**src/rtl/rerand_pkg.sv**
```systemverilog
package rerand_pkg;

  typedef enum logic {
    AVG_SINGLE_RUN = 1'b0,
    AVG_MOVING     = 1'b1
  } avg_mode_e;

  // Number of cycles (or delay-line taps) in one averaging window.
  function automatic int unsigned win_len(input int unsigned lg);
    return 32'd1 << lg;
  endfunction

endpackage

```
**src/rtl/rerand_celem.sv**
```systemverilog
module rerand_celem (
  input  logic clk,
  input  logic rst,
  input  logic a,
  input  logic b,
  output logic state_q
);

  logic agree_hi;
  logic either_hi;

  assign agree_hi  = a & b;
  assign either_hi = a | b;

  // Holds its value unless both inputs oppose it.
  always_ff @(posedge clk) begin
    if (rst) begin
      state_q <= 1'b0;
    end else begin
      state_q <= agree_hi | (state_q & either_hi);
    end
  end

endmodule

```
**src/rtl/rerand_lfsr.sv**
```systemverilog
module rerand_lfsr #(
  parameter int unsigned    W    = 16,
  parameter logic [W-1:0]   TAPS = 16'hB400
) (
  input  logic         clk,
  input  logic         rst,
  input  logic [W-1:0] seed,
  output logic [W-1:0] state_q
);

  localparam logic [W-1:0] ONE = {{(W-1){1'b0}}, 1'b1};

  logic [W-1:0] seed_safe;
  logic [W-1:0] step;

  assign seed_safe = (seed == '0) ? ONE : seed;
  assign step      = (state_q >> 1) ^ (state_q[0] ? TAPS : '0);

  always_ff @(posedge clk) begin
    if (rst) begin
      state_q <= seed_safe;
    end else begin
      state_q <= step;
    end
  end

endmodule

```
**src/rtl/rerand_window_avg.sv**
```systemverilog
module rerand_window_avg #(
  parameter int unsigned LG = 4
) (
  input  logic      clk,
  input  logic      rst,
  input  logic      sample,
  output logic [LG:0] level,
  output logic      ready
);

  localparam int unsigned         LAST    = (32'd1 << LG) - 32'd1;
  localparam logic [LG-1:0]       CC_LAST = LG'(LAST);

  logic [LG-1:0] cycle_q;
  logic [LG:0]   run_q;
  logic [LG:0]   ave_q;
  logic          ready_q;
  logic          wrap;
  logic [LG:0]   run_next;

  assign wrap     = (cycle_q == CC_LAST);
  assign run_next = run_q + (LG + 1)'(sample);

  always_ff @(posedge clk) begin
    if (rst) begin
      cycle_q <= '0;
      run_q   <= '0;
      ave_q   <= '0;
      ready_q <= 1'b0;
    end else begin
      cycle_q <= cycle_q + 1'b1;
      if (wrap) begin
        ave_q   <= run_next;
        run_q   <= '0;
        ready_q <= 1'b1;
      end else begin
        run_q   <= run_next;
      end
    end
  end

  assign level = ave_q;
  assign ready = ready_q;

endmodule

```
**src/rtl/rerand_moving_avg.sv**
```systemverilog
module rerand_moving_avg #(
  parameter int unsigned LG = 4
) (
  input  logic      clk,
  input  logic      rst,
  input  logic      sample,
  output logic [LG:0] level,
  output logic      ready
);

  localparam int unsigned   DEPTH = 32'd1 << LG;
  localparam logic [LG:0]   FULL  = (LG + 1)'(DEPTH);

  logic [DEPTH-1:0] line_q;
  logic [LG:0]      total_q;
  logic [LG:0]      fill_q;
  logic             oldest;

  assign oldest = line_q[DEPTH-1];

  always_ff @(posedge clk) begin
    if (rst) begin
      line_q  <= '0;
      total_q <= '0;
      fill_q  <= '0;
    end else begin
      line_q <= {line_q[DEPTH-2:0], sample};
      if (sample != oldest) begin
        if (sample) total_q <= total_q + 1'b1;
        else        total_q <= total_q - 1'b1;
      end
      if (fill_q != FULL) fill_q <= fill_q + 1'b1;
    end
  end

  assign level = total_q;
  assign ready = (fill_q == FULL);

endmodule

```
**src/rtl/bitstream_rerandomizer.sv**
```systemverilog
module bitstream_rerandomizer
  import rerand_pkg::*;
#(
  parameter int unsigned        WIN_LOG2  = 4,
  parameter int unsigned        LFSR_W    = 16,
  parameter logic [LFSR_W-1:0]  LFSR_TAPS = 16'hB400,
  parameter avg_mode_e          MODE      = AVG_SINGLE_RUN
) (
  input  logic              clk,
  input  logic              rst,
  input  logic [LFSR_W-1:0] seed_i,
  input  logic              a_i,
  input  logic              b_i,
  output logic              bit_o,
  output logic              valid_o
);

  logic                 cel_q;
  logic [WIN_LOG2:0]    level_w;
  logic                 ready_w;
  logic [LFSR_W-1:0]    rng_q;
  logic [WIN_LOG2-1:0]  draw;
  logic                 hit;

  rerand_celem u_celem (
    .clk     (clk),
    .rst     (rst),
    .a       (a_i),
    .b       (b_i),
    .state_q (cel_q)
  );

  rerand_lfsr #(
    .W    (LFSR_W),
    .TAPS (LFSR_TAPS)
  ) u_lfsr (
    .clk     (clk),
    .rst     (rst),
    .seed    (seed_i),
    .state_q (rng_q)
  );

  generate
    if (MODE == AVG_MOVING) begin : g_moving
      rerand_moving_avg #(.LG(WIN_LOG2)) u_avg (
        .clk    (clk),
        .rst    (rst),
        .sample (cel_q),
        .level  (level_w),
        .ready  (ready_w)
      );
    end else begin : g_window
      rerand_window_avg #(.LG(WIN_LOG2)) u_avg (
        .clk    (clk),
        .rst    (rst),
        .sample (cel_q),
        .level  (level_w),
        .ready  (ready_w)
      );
    end
  endgenerate

  assign draw = rng_q[WIN_LOG2-1:0];
  assign hit  = ({1'b0, draw} < level_w);

  always_ff @(posedge clk) begin
    if (rst) begin
      bit_o   <= 1'b0;
      valid_o <= 1'b0;
    end else begin
      bit_o   <= hit;
      valid_o <= ready_w;
    end
  end

endmodule

```
**config.mk**
```make
export PLATFORM = sky130hd
export DESIGN_NAME = bitstream_rerandomizer
export DESIGN_NICKNAME = d
export VERILOG_FILES = /design/src/rtl/rerand_pkg.sv /design/src/rtl/rerand_celem.sv /design/src/rtl/rerand_lfsr.sv /design/src/rtl/rerand_window_avg.sv /design/src/rtl/rerand_moving_avg.sv /design/src/rtl/bitstream_rerandomizer.sv
export SDC_FILE = /design/constraint.sdc
export NUM_CORES = 1
export LEC_CHECK = 0
export BUFFER_PORTS_ARGS = -buffer_cell sky130_fd_sc_hd__buf_2
export CORE_MARGIN = 2
export CORE_UTILIZATION = 48
export CTS_CLUSTER_DIAMETER = 150
export CTS_CLUSTER_SIZE = 8
export DETAILED_ROUTE_END_ITERATION = 12
export GPL_ROUTABILITY_DRIVEN = 0
export PLACE_DENSITY = 0.73
export SYNTH_ARGS = -nofsm -noshare
export SYNTH_HDL_FRONTEND = slang
export SYNTH_SLANG_ARGS = --single-unit
```
**constraint.sdc**
```tcl
create_clock -name clk -period 1.25 [get_ports clk]
set_input_delay 0.125 -clock clk [delete_from_list [all_inputs] [get_ports clk]]
set_output_delay 0.125 -clock clk [all_outputs]
set_load 0.02 [all_outputs]
```
[Word level (Yosys, flattened, before mapping)]
Index checks and enable logic that the tools add are counted.
Storage, ports and cells
  input port bits: 20
  logic and storage cells: 22
  output and inout bits: 2
  register bits after elaboration: 34
Cells by class
  bitwise logic cells: 5
  reductions and logical operators: 2
  magnitude comparators: 1
  mux-type cells: 3
  add/sub/neg operators: 2
  equal/unequal tests: 1
Operators with widths (count)
  $mux W16: 3
  $logic_not A16 Y1: 1
  $xor A15 B16 Y16: 1
  $add A5 B1 Y5: 1
  $lt A4 B5 Y1: 1
  $add A4 B1 Y4 const B: 1
  $eq A4 B4 Y1 const B: 1
  $and A1 B1 Y1: 2
  $or A1 B1 Y1: 2
  $reduce_or A2 Y1: 1

[Logic depth before layout (Yosys ltp)]
Gate-level depths: netlist of the first run.
  depth in word-level cells: 3
  depth in mapped cells: 6
  gate-level depth less buffers: 5

[Modules after synthesis]
From an unflattened synthesis of the first run, not the netlist that was laid out.
Unflattened totals
  cells, all modules: 118
  area total of the unflattened synthesis: 1338.8 um^2
By module, submodules not included
  rerand_lfsr: sequential area each 320.3 um^2, cells an instance 47, instances 1, area each 596.8 um^2
  rerand_window_avg: sequential area each 300.3 um^2, cells an instance 51, instances 1, area each 566.8 um^2
  bitstream_rerandomizer: sequential area each 40.0 um^2, cells an instance 16, instances 1, area each 141.4 um^2
  rerand_celem: sequential area each 20.0 um^2, cells an instance 4, instances 1, area each 33.8 um^2

[Worst setup path before layout of the first run]
No wires, ideal clock.
  kind: reg-to-reg
  from: register g_window.u_avg.cycle_q[0]
  to: register g_window.u_avg.ave_q[3] (netlist: g_window.u_avg.level[3])
  path buffers: 2
  setup slack: 0.083 ns
  cell stages (with the launch flop): 6
  data arrival time: 1.087 ns
  setup time: 0.079 ns
  clock period less this slack: 1.167 ns
  required time: 1.171 ns
  cells stage by stage: dfxtp_1 -> ha_1 -> and3_1 -> buf_6 -> buf_12 -> a211oi_2
On the way
  longest elaborated chain between the ends: 1
Ends and longest elaborated chain
  from (decl): RTL line rerand_window_avg.sv:14  | logic [LG-1:0] cycle_q;
  from (signal assigned): RTL line rerand_window_avg.sv:31  | cycle_q <= cycle_q + 1'b1;
  $eq A4 B4 Y1: RTL line rerand_window_avg.sv:21  | assign wrap = (cycle_q == CC_LAST);
  to (signal assigned): RTL line rerand_window_avg.sv:33  | ave_q <= run_next;
  to (decl): RTL line rerand_window_avg.sv:16  | logic [LG:0] ave_q;
Every way passes these cells.
A chain may end at the register's enable or synchronous reset.

[Final worst setup path of the first run]
  from: register g_window.u_avg.ave_q[3] (netlist: g_window.u_avg.level[3])
  to: register bit_o
On the way
  longest elaborated chain between the ends: 1
Ends and longest elaborated chain
  $lt A4 B5 Y1: RTL line bitstream_rerandomizer.sv:64  | assign hit = ({1'b0, draw} < level_w);
  to (signal assigned): RTL line bitstream_rerandomizer.sv:71  | bit_o <= hit;
  to (decl): RTL line bitstream_rerandomizer.sv:14  | output logic bit_o,
Every way passes these cells.

==> impl_results.md, run 1 <==
- Status: finished clean
- Seq/Total Area, Yosys: 0.523
- Die footprint: between 3000 and 4000 µm²
- Setup violations, final: 0
- Routed len/inst: ~12 µm
- Main combinational cell family by area after synthesis: simple AND/OR/NAND/NOR gates
- Tot GR Track Use: 0.159
- CP Launch Point: g_window.u_avg.level[3]
- Critical path endpoint category: flop
- Most common cell after layout, fill and taps aside: dfxtp_1
- Flops & latches, synth: 34
- Synth Cell Area: approximately 1300 µm²
- Clock transition at path regs: ~0.10 ns
- Final max-slew violation count: 0
- Tmin final: 1.19 ns
- Pwr/cell area: roughly 1300 nW/µm²
- Non-filler instance count after layout: 182
- Overflow after GRT: 0
- Reg-to-reg critical path startpoint: g_window.u_avg.level[3]
- Worst Path Max Fanout: 2
- Max frequency: around 0.84 GHz
- Clock share of power: 0.302
- Synth Area in Compound Gates: 0.0635
- Hold Path Class: input pin to flop
- Setup crit start kind: flop
- Htree depth: 2
- R2r endpoint: bit_o
- Clock skew: around 0.0048 ns
- Clock sinks: 34
- Max cap viols: 0
- Worst slew pin tran: between 0.3 and 0.4 ns
- Cell count after placement: between 150 and 200
- Peak VDD IR: between 0.9 and 1 mV
- Initial antenna violation count: 0
- TritonRoute pass-1 iters: 4
- WP data arrival: roughly 1.4 ns
- Switching share of power: 0.225
- Core ar.: between 2000 and 3000 µm²
- Number of CTS-inserted buffers: 5
- Internal power: approximately 1.6 mW
- Antenna diodes: 0
- Leakage power: 0.636 nW
- DR iter-0 viols: 6
- Sequential fraction of design power: 0.593
- Post-Syn Instances: about 120
- Register-to-Register Path Depth: 4
- Unrepaired setup endpoints after global routing: no
- Multiplexer share of the synthesized area: 0.119
- Critical path endpoint: bit_o
- Initial Util: 0.516
- First-pass GRT wire length: roughly 3800 µm
- Largest net degree at the start of global routing: 21
- Vias: just over 900
- Vias per Instance: between 4 and 5
- Max Buffers Root-to-Sink: 2
- IO Pins: 22
- Commonest cells after routing, fill and taps aside: 32 x dfxtp_1, 21 x buf_2, 12 x mux2_2
- Die Height: ~56 µm
- Max-Slew Margin vs Limit: 0.757
- Synth Area in Simple Gates: 0.126
- Syn Nets: between 100 and 150
- Combinational power share: 0.105
- Layout cells sized above 1: 0.355
- Synth Area in Adders: 0.0577
- TritonCTS clock tree: built
- Final Core Density: 0.622
- Residual DRC: 0
- Area Growth Syn to Fin: 20.5%
- Rows: 18
- Synth Area in XOR/XNOR: 0.0538
- Nets@finish: around 180
- CTS root buf: clkbuf_4
- Synthesized area per cell: 10.9 µm²
- Vias in the first global route: approximately 930
- Layout fillers: 223
- Detail Route Antenna Nets: 0
- DIE WIDTH: around 56 µm
- Switching power: about 0.45 mW
- Worst skew pair latency: between 0.3 and 0.4 ns
- Yosys warns: 0
- Hold Vio Cnt, Final: 0
- Worst reg2reg setup slack: approximately 0.064 ns
- Setup CP Type: flop to flop
- Worst path required time: approximately 1.5 ns
- Fin crit share: 0.949
- Total wire length: between 2000 and 2500 µm
- Synth cell types: 27
- # port buffers: 21
- HPWL after DPL: about 1500 µm
[logic make-up after synthesis]
family | Yosys count
AOI/OAI and AO/OA | 12
and+or+nand+nor | 33
muxes | 14
adders and majority gates | 6
xor gates and xnor gates | 8
buffers and inverters | 12
DFF | 34
[critical path, stage by stage (launching register included)]
cell and delay, ns:
dfxtp_1 0.35, inv_1 0.05, ha_1 0.26, inv_1 0.03, o41a_1 0.38
[metrics by stage]
| stage | worst slack [ns] | TNS, ns | area (µm²) | total power [mW] | hold WS (ns) |
|---|---|---|---|---|---|
| 3_5_place_dp | -0.0480 | -0.193 | 1450 | 1.41 | 0.350 |
| 2_1_floorplan | 0.0832 | 0 | 1300 | 1.34 | 0.238 |
| 4_1_cts | 0.000433 | 0 | 1540 | 2.04 | 0.0162 |
| 5_1_grt | 0.000682 | 0 | 1570 | 2.13 | 0.0153 |
| 3_3_place_gp | 0.0261 | 0 | 1450 | 1.40 | 0.344 |
| 6_report | 0.0638 | 0 | 1570 | 2.01 | 0.0333 |
[cell usage after synthesis]
master	number	area [µm²]
ha_1	6	75.1
nand2_1	4	15.0
inv_1	6	22.5
nor3b_1	2	15.0
xor2_1	3	26.3
and3_1	1	6.26
nand3_1	3	15.0
nor2_2	1	6.26
mux2_2	12	135
o41a_1	1	11.3
nor2_1	11	41.3
nand2b_1	1	6.26
nor2b_1	2	12.5
nor4_1	4	25.0
o21ai_0	4	20.0
nor3_1	3	15.0
xnor2_1	5	43.8
buf_6	1	11.3
a31oi_1	1	6.26
buf_12	1	20.0
mux2i_1	2	20.0
buf_2	4	20.0
nand4_1	1	6.26
a211oi_1	3	22.5
a21oi_1	2	10.0
a211oi_2	1	12.5
dfxtp_1	34	681
[registers in the layout, indices dropped and copies added (netlist names)]
register / count
g_window.u_avg.cycle_q: 4
g_window.u_avg.run_q: 5
u_lfsr.state_q: 16
u_celem.state_q: 1
g_window.u_avg.ready: 1
valid_o: 1
bit_o: 1
g_window.u_avg.level: 5
[timing repair]
item	in CTS	in global routing
endpoints found under the setup margin	10	8
hold buffers	3	0
buffers inserted	0	0
gates resized for setup	3	5
endpoints found under the hold margin	3	0
pin swaps	0	2
[power by group through the flow]
stage | clock network, mW | logic [mW] | registers [mW]
floorplan | 0 | 0.124 | 1.21
global placement | 0 | 0.193 | 1.21
detailed placement | 0 | 0.201 | 1.21
CTS | 0.642 | 0.209 | 1.19
global route | 0.693 | 0.238 | 1.20
finish | 0.607 | 0.210 | 1.19
[per-layer routing]
| layer | wire, µm | track usage | up-vias |
|---|---|---|---|
| li1 | - | - | 473 |
| met2 | 1000 | 0.277 | 19 |
| met4 | 45 | 0.0714 | 0 |
| met3 | 109 | 0.0698 | 6 |
| met1 | 947 | 0.163 | 411 |
| met5 | 0 | 0 | - |
[final cells by class]
type,count,area (µm²),area share
Sequential cell,34,683,0.436
Multi-Input combinational cell,73,577,0.368
Timing Repair Buffer,31,188,0.120
Clock buffer,7,55.1,0.0351
Tap cell,30,37.5,0.0239
Inverter,6,22.5,0.0144
Clock inverter,1,5.00,0.00319
[worst min-delay path by stage]
stage,from,endpoint,slack (ns),depth (start not counted)
6_report,seed_i[8],u_lfsr.state_q[8],0.03,2
5_1_grt,seed_i[8],u_lfsr.state_q[8],0.02,2
4_1_cts,seed_i[5],u_lfsr.state_q[5],0.02,2
3_5_place_dp,seed_i[13],u_lfsr.state_q[13],0.35,3
3_3_place_gp,seed_i[13],u_lfsr.state_q[13],0.34,3
2_1_floorplan,seed_i[10],u_lfsr.state_q[10],0.24,2
(Power assumes the default switching activity.)
==> run 2, diff against run 1 <==
Settings changed: BUFFER_PORTS_ARGS -buffer_cell sky130_fd_sc_hd__buf_2 to unset, CORE_UTILIZATION 48 to 54, DONT_BUFFER_PORTS set to 1, PLACE_DENSITY 0.73 to 0.72.
==> run 2 against run 1 <==
  * Register-to-register slack about the same
  * Total power increased by 9.1%
  * Combinational power increased by 4%
  * Critical path type unchanged
  * Largest cell class unchanged
  * Sequential share of layout area decreased by 3.2 points
  * Count of clock-buffer cells in the layout decreased by 2
  * First-iteration DRC count decreased by 17%
  * Non-clock buffer count decreased by 6
  * Flip-flop and latch count unchanged
  * Maximum frequency increased by 0.59%
  * Sequential power about the same
==> impl_results.md, run 2 (synthesis gave the netlist of run 1 again) <==
- Status: finished clean (unchanged)
- Worst Path Max Fanout: 2 (unchanged)
- Routed len/inst: 13.7 µm (was 11.6 µm)
- Critical path endpoint category: flop (unchanged)
- Clock skew: 0.0125 ns (was 0.00477 ns)
- WP data arrival: 1.40 ns (about the same)
- TritonRoute pass-1 iters: 2 (was 4)
- Hold_sp: b_i (was seed_i[8])
- Final max-slew violation count: 0 (unchanged)
- Pwr/cell area: 1290 nW/µm² (was 1280 nW/µm²)
- Worst skew pair latency: 0.33 ns (about the same)
- Total wire length: 2380 µm (was 2100 µm)
- Switching power: 0.475 mW (was 0.453 mW)
- Switching share of power: 0.217 (was 0.225)
- Non-filler instance count after layout: 174 (was 182)
- Setup CP Type: flop to flop (unchanged)
- Tot Pwr: 2.19 mW (was 2.01 mW)
- Antenna diodes: 0 (unchanged)
- Clock share of power: 0.352 (was 0.302)
- Max-Slew Margin vs Limit: 0.725 (was 0.757)
- Layout fillers: 166 (was 223)
- Max cap viols: 0 (unchanged)
- Commonest cells after routing, fill and taps aside: 31 x dfxtp_1, 20 x dlygate4sd3_1, 12 x mux2_2 (was 32 x dfxtp_1, 21 x buf_2, 12 x mux2_2)
- Vias per Instance: 5.16 (was 4.99)
- Clock transition at path regs: 0.10 ns (about the same)
- Setup crit start kind: flop (unchanged)
- Layout cells sized above 1: 0.260 (was 0.355)
- Leakage power: 0.631 nW (was 0.636 nW)
- CP delay by family, top: compound AO/OA/AOI/OAI gates (unchanged)
- Htree depth: 2 (unchanged)
- Tot GR Track Use: 0.214 (was 0.159)
- Max Buffers Root-to-Sink: 2 (unchanged)
- Initial Util: 0.577 (was 0.516)
- Unrepaired setup endpoints after global routing: no (unchanged)
- Vias: 898 (was 909)
- Sequential fraction of design power: 0.548 (was 0.593)
- Largest net degree at the start of global routing: 39 (was 21)
- # port buffers: 0 (was 21)
- Max frequency: 0.848 GHz (was 0.843 GHz)
- Setup_tns: 0 ns (unchanged)
- Crit path largest cell delay: 0.38 ns (about the same)
- CP bufs+invs: 2 (unchanged)
- Hold Path Class: input pin to flop (unchanged)
- Crit path cell chain: inv_1, ha_1, inv_1, o41a_1 (unchanged)
- Hold Vio Cnt, Final: 0 (unchanged)
- Clock sinks: 34 (unchanged)
- Most frequent CP cell: inv_1 (unchanged)
- Die footprint: 2820 µm² (was 3140 µm²)
- Overflow after GRT: 0 (unchanged)
- First-pass GRT wire length: 3980 µm (was 3830 µm)
- Rows: 17 (was 18)
- Detail Route Antenna Nets: 0 (unchanged)
- Tmin final: 1.18 ns (was 1.19 ns)
- Nets@finish: 171 (was 177)
- DIE WIDTH: 53.1 µm (was 56.1 µm)
- Area Growth Syn to Fin: 30.2% (was 20.5%)
- Internal power: 1.72 mW (was 1.56 mW)
- Vias in the first global route: 941 (was 929)
- Reg-to-reg critical path startpoint: g_window.u_avg.level[3] (unchanged)
- Residual DRC: 0 (unchanged)
- Core ar.: 2250 µm² (was 2520 µm²)
- Peak VDD IR: 1.22 mV (was 0.952 mV)
- Largest register FFs: 16 (unchanged)
- CP Launch Point: g_window.u_avg.level[3] (unchanged)
- Most common cell after layout, fill and taps aside: dfxtp_1 (unchanged)
- Worst path required time: 1.47 ns (about the same)
- Die Height: 53.1 µm (was 56.1 µm)
- Number of CTS-inserted buffers: 5 (unchanged)
- Cell count after placement: 143 (was 171)
- Combinational power share: 0.100 (was 0.105)
- DR iter-0 viols: 5 (was 6)
- Initial antenna violation count: 0 (unchanged)
- CP max stage cell: o41a_1 (unchanged)
- Setup violations, final: 0 (unchanged)
- HPWL after DPL: 1310 µm (was 1530 µm)
- Fin crit share: 0.943 (was 0.949)
- CTS root buf: clkbuf_4 (unchanged)
- Worst slew pin tran: 0.409 ns (was 0.364 ns)
- Top reg by flops: u_lfsr.state_q (unchanged)
- IO Pins: 22 (unchanged)
- TritonCTS clock tree: built (unchanged)
## run 2: layout make-up
class                           instances  area [µm²]  share of cell area
Multi-Input combinational cell         73         612               0.361
Clock buffer                            5        37.5              0.0222
Clock inverter                          3        40.0              0.0236
Timing Repair Buffer                   25         263               0.155
Inverter                                6        22.5              0.0133
Tap cell                               28        35.0              0.0207
Sequential cell                        34         684               0.404
## run 2: path summary, 6_finish.rpt
| check | cells after the start | slack (ns) | endpoint |
|---|---|---|---|
| setup / recovery | 4 | 0.07 | bit_o |
| hold / removal | 2 | 0.02 | u_celem.state_q |
| setup reg to reg | 4 | 0.07 | bit_o |
| hold reg to reg | 1 | 0.45 | g_window.u_avg.cycle_q[0] |
## run 2: stage by stage
step / cell area, µm² / hold WS (ns) / utilization / setup slack (ns)
after floorplan: 1300 / 0.238 / - / 0.0832
after global placement: 1310 / 0.195 / 0.582 / 0.0609
after detailed placement: 1310 / 0.195 / 0.582 / -0.0530
after CTS: 1630 / 0.00272 / 0.724 / 0.0125
after global routing: 1690 / 0.00183 / 0.751 / 0.0125
final: 1690 / 0.0159 / 0.751 / 0.0707
## run 2: power groups by stage
stage	combinational, mW	clock [mW]	sequential (mW)
5_1_grt	0.244	0.828	1.21
3_3_place_gp	0.127	0	1.21
4_1_cts	0.208	0.783	1.20
2_1_floorplan	0.124	0	1.21
3_5_place_dp	0.131	0	1.22
6_report	0.219	0.772	1.20
## run 2: metal layers
layer / vias up / GRT usage / wire length [µm]
li1: 463 / - / -
met2: 19 / 0.402 / 1350
met5: - / 0 / 0
met4: 0 / 0.128 / 47
met3: 4 / 0.0621 / 87
met1: 412 / 0.201 / 896
## run 2: what timing repair did
| action | in CTS | in global routing |
|---|---|---|
| setup buffers | 0 | 2 |
| hold buffers | 20 | 1 |
| endpoints found under the setup margin | 1 | 4 |
| pin swaps | 1 | 1 |
| endpoints found under the hold margin | 34 | 1 |
| resized for setup | 7 | 7 |
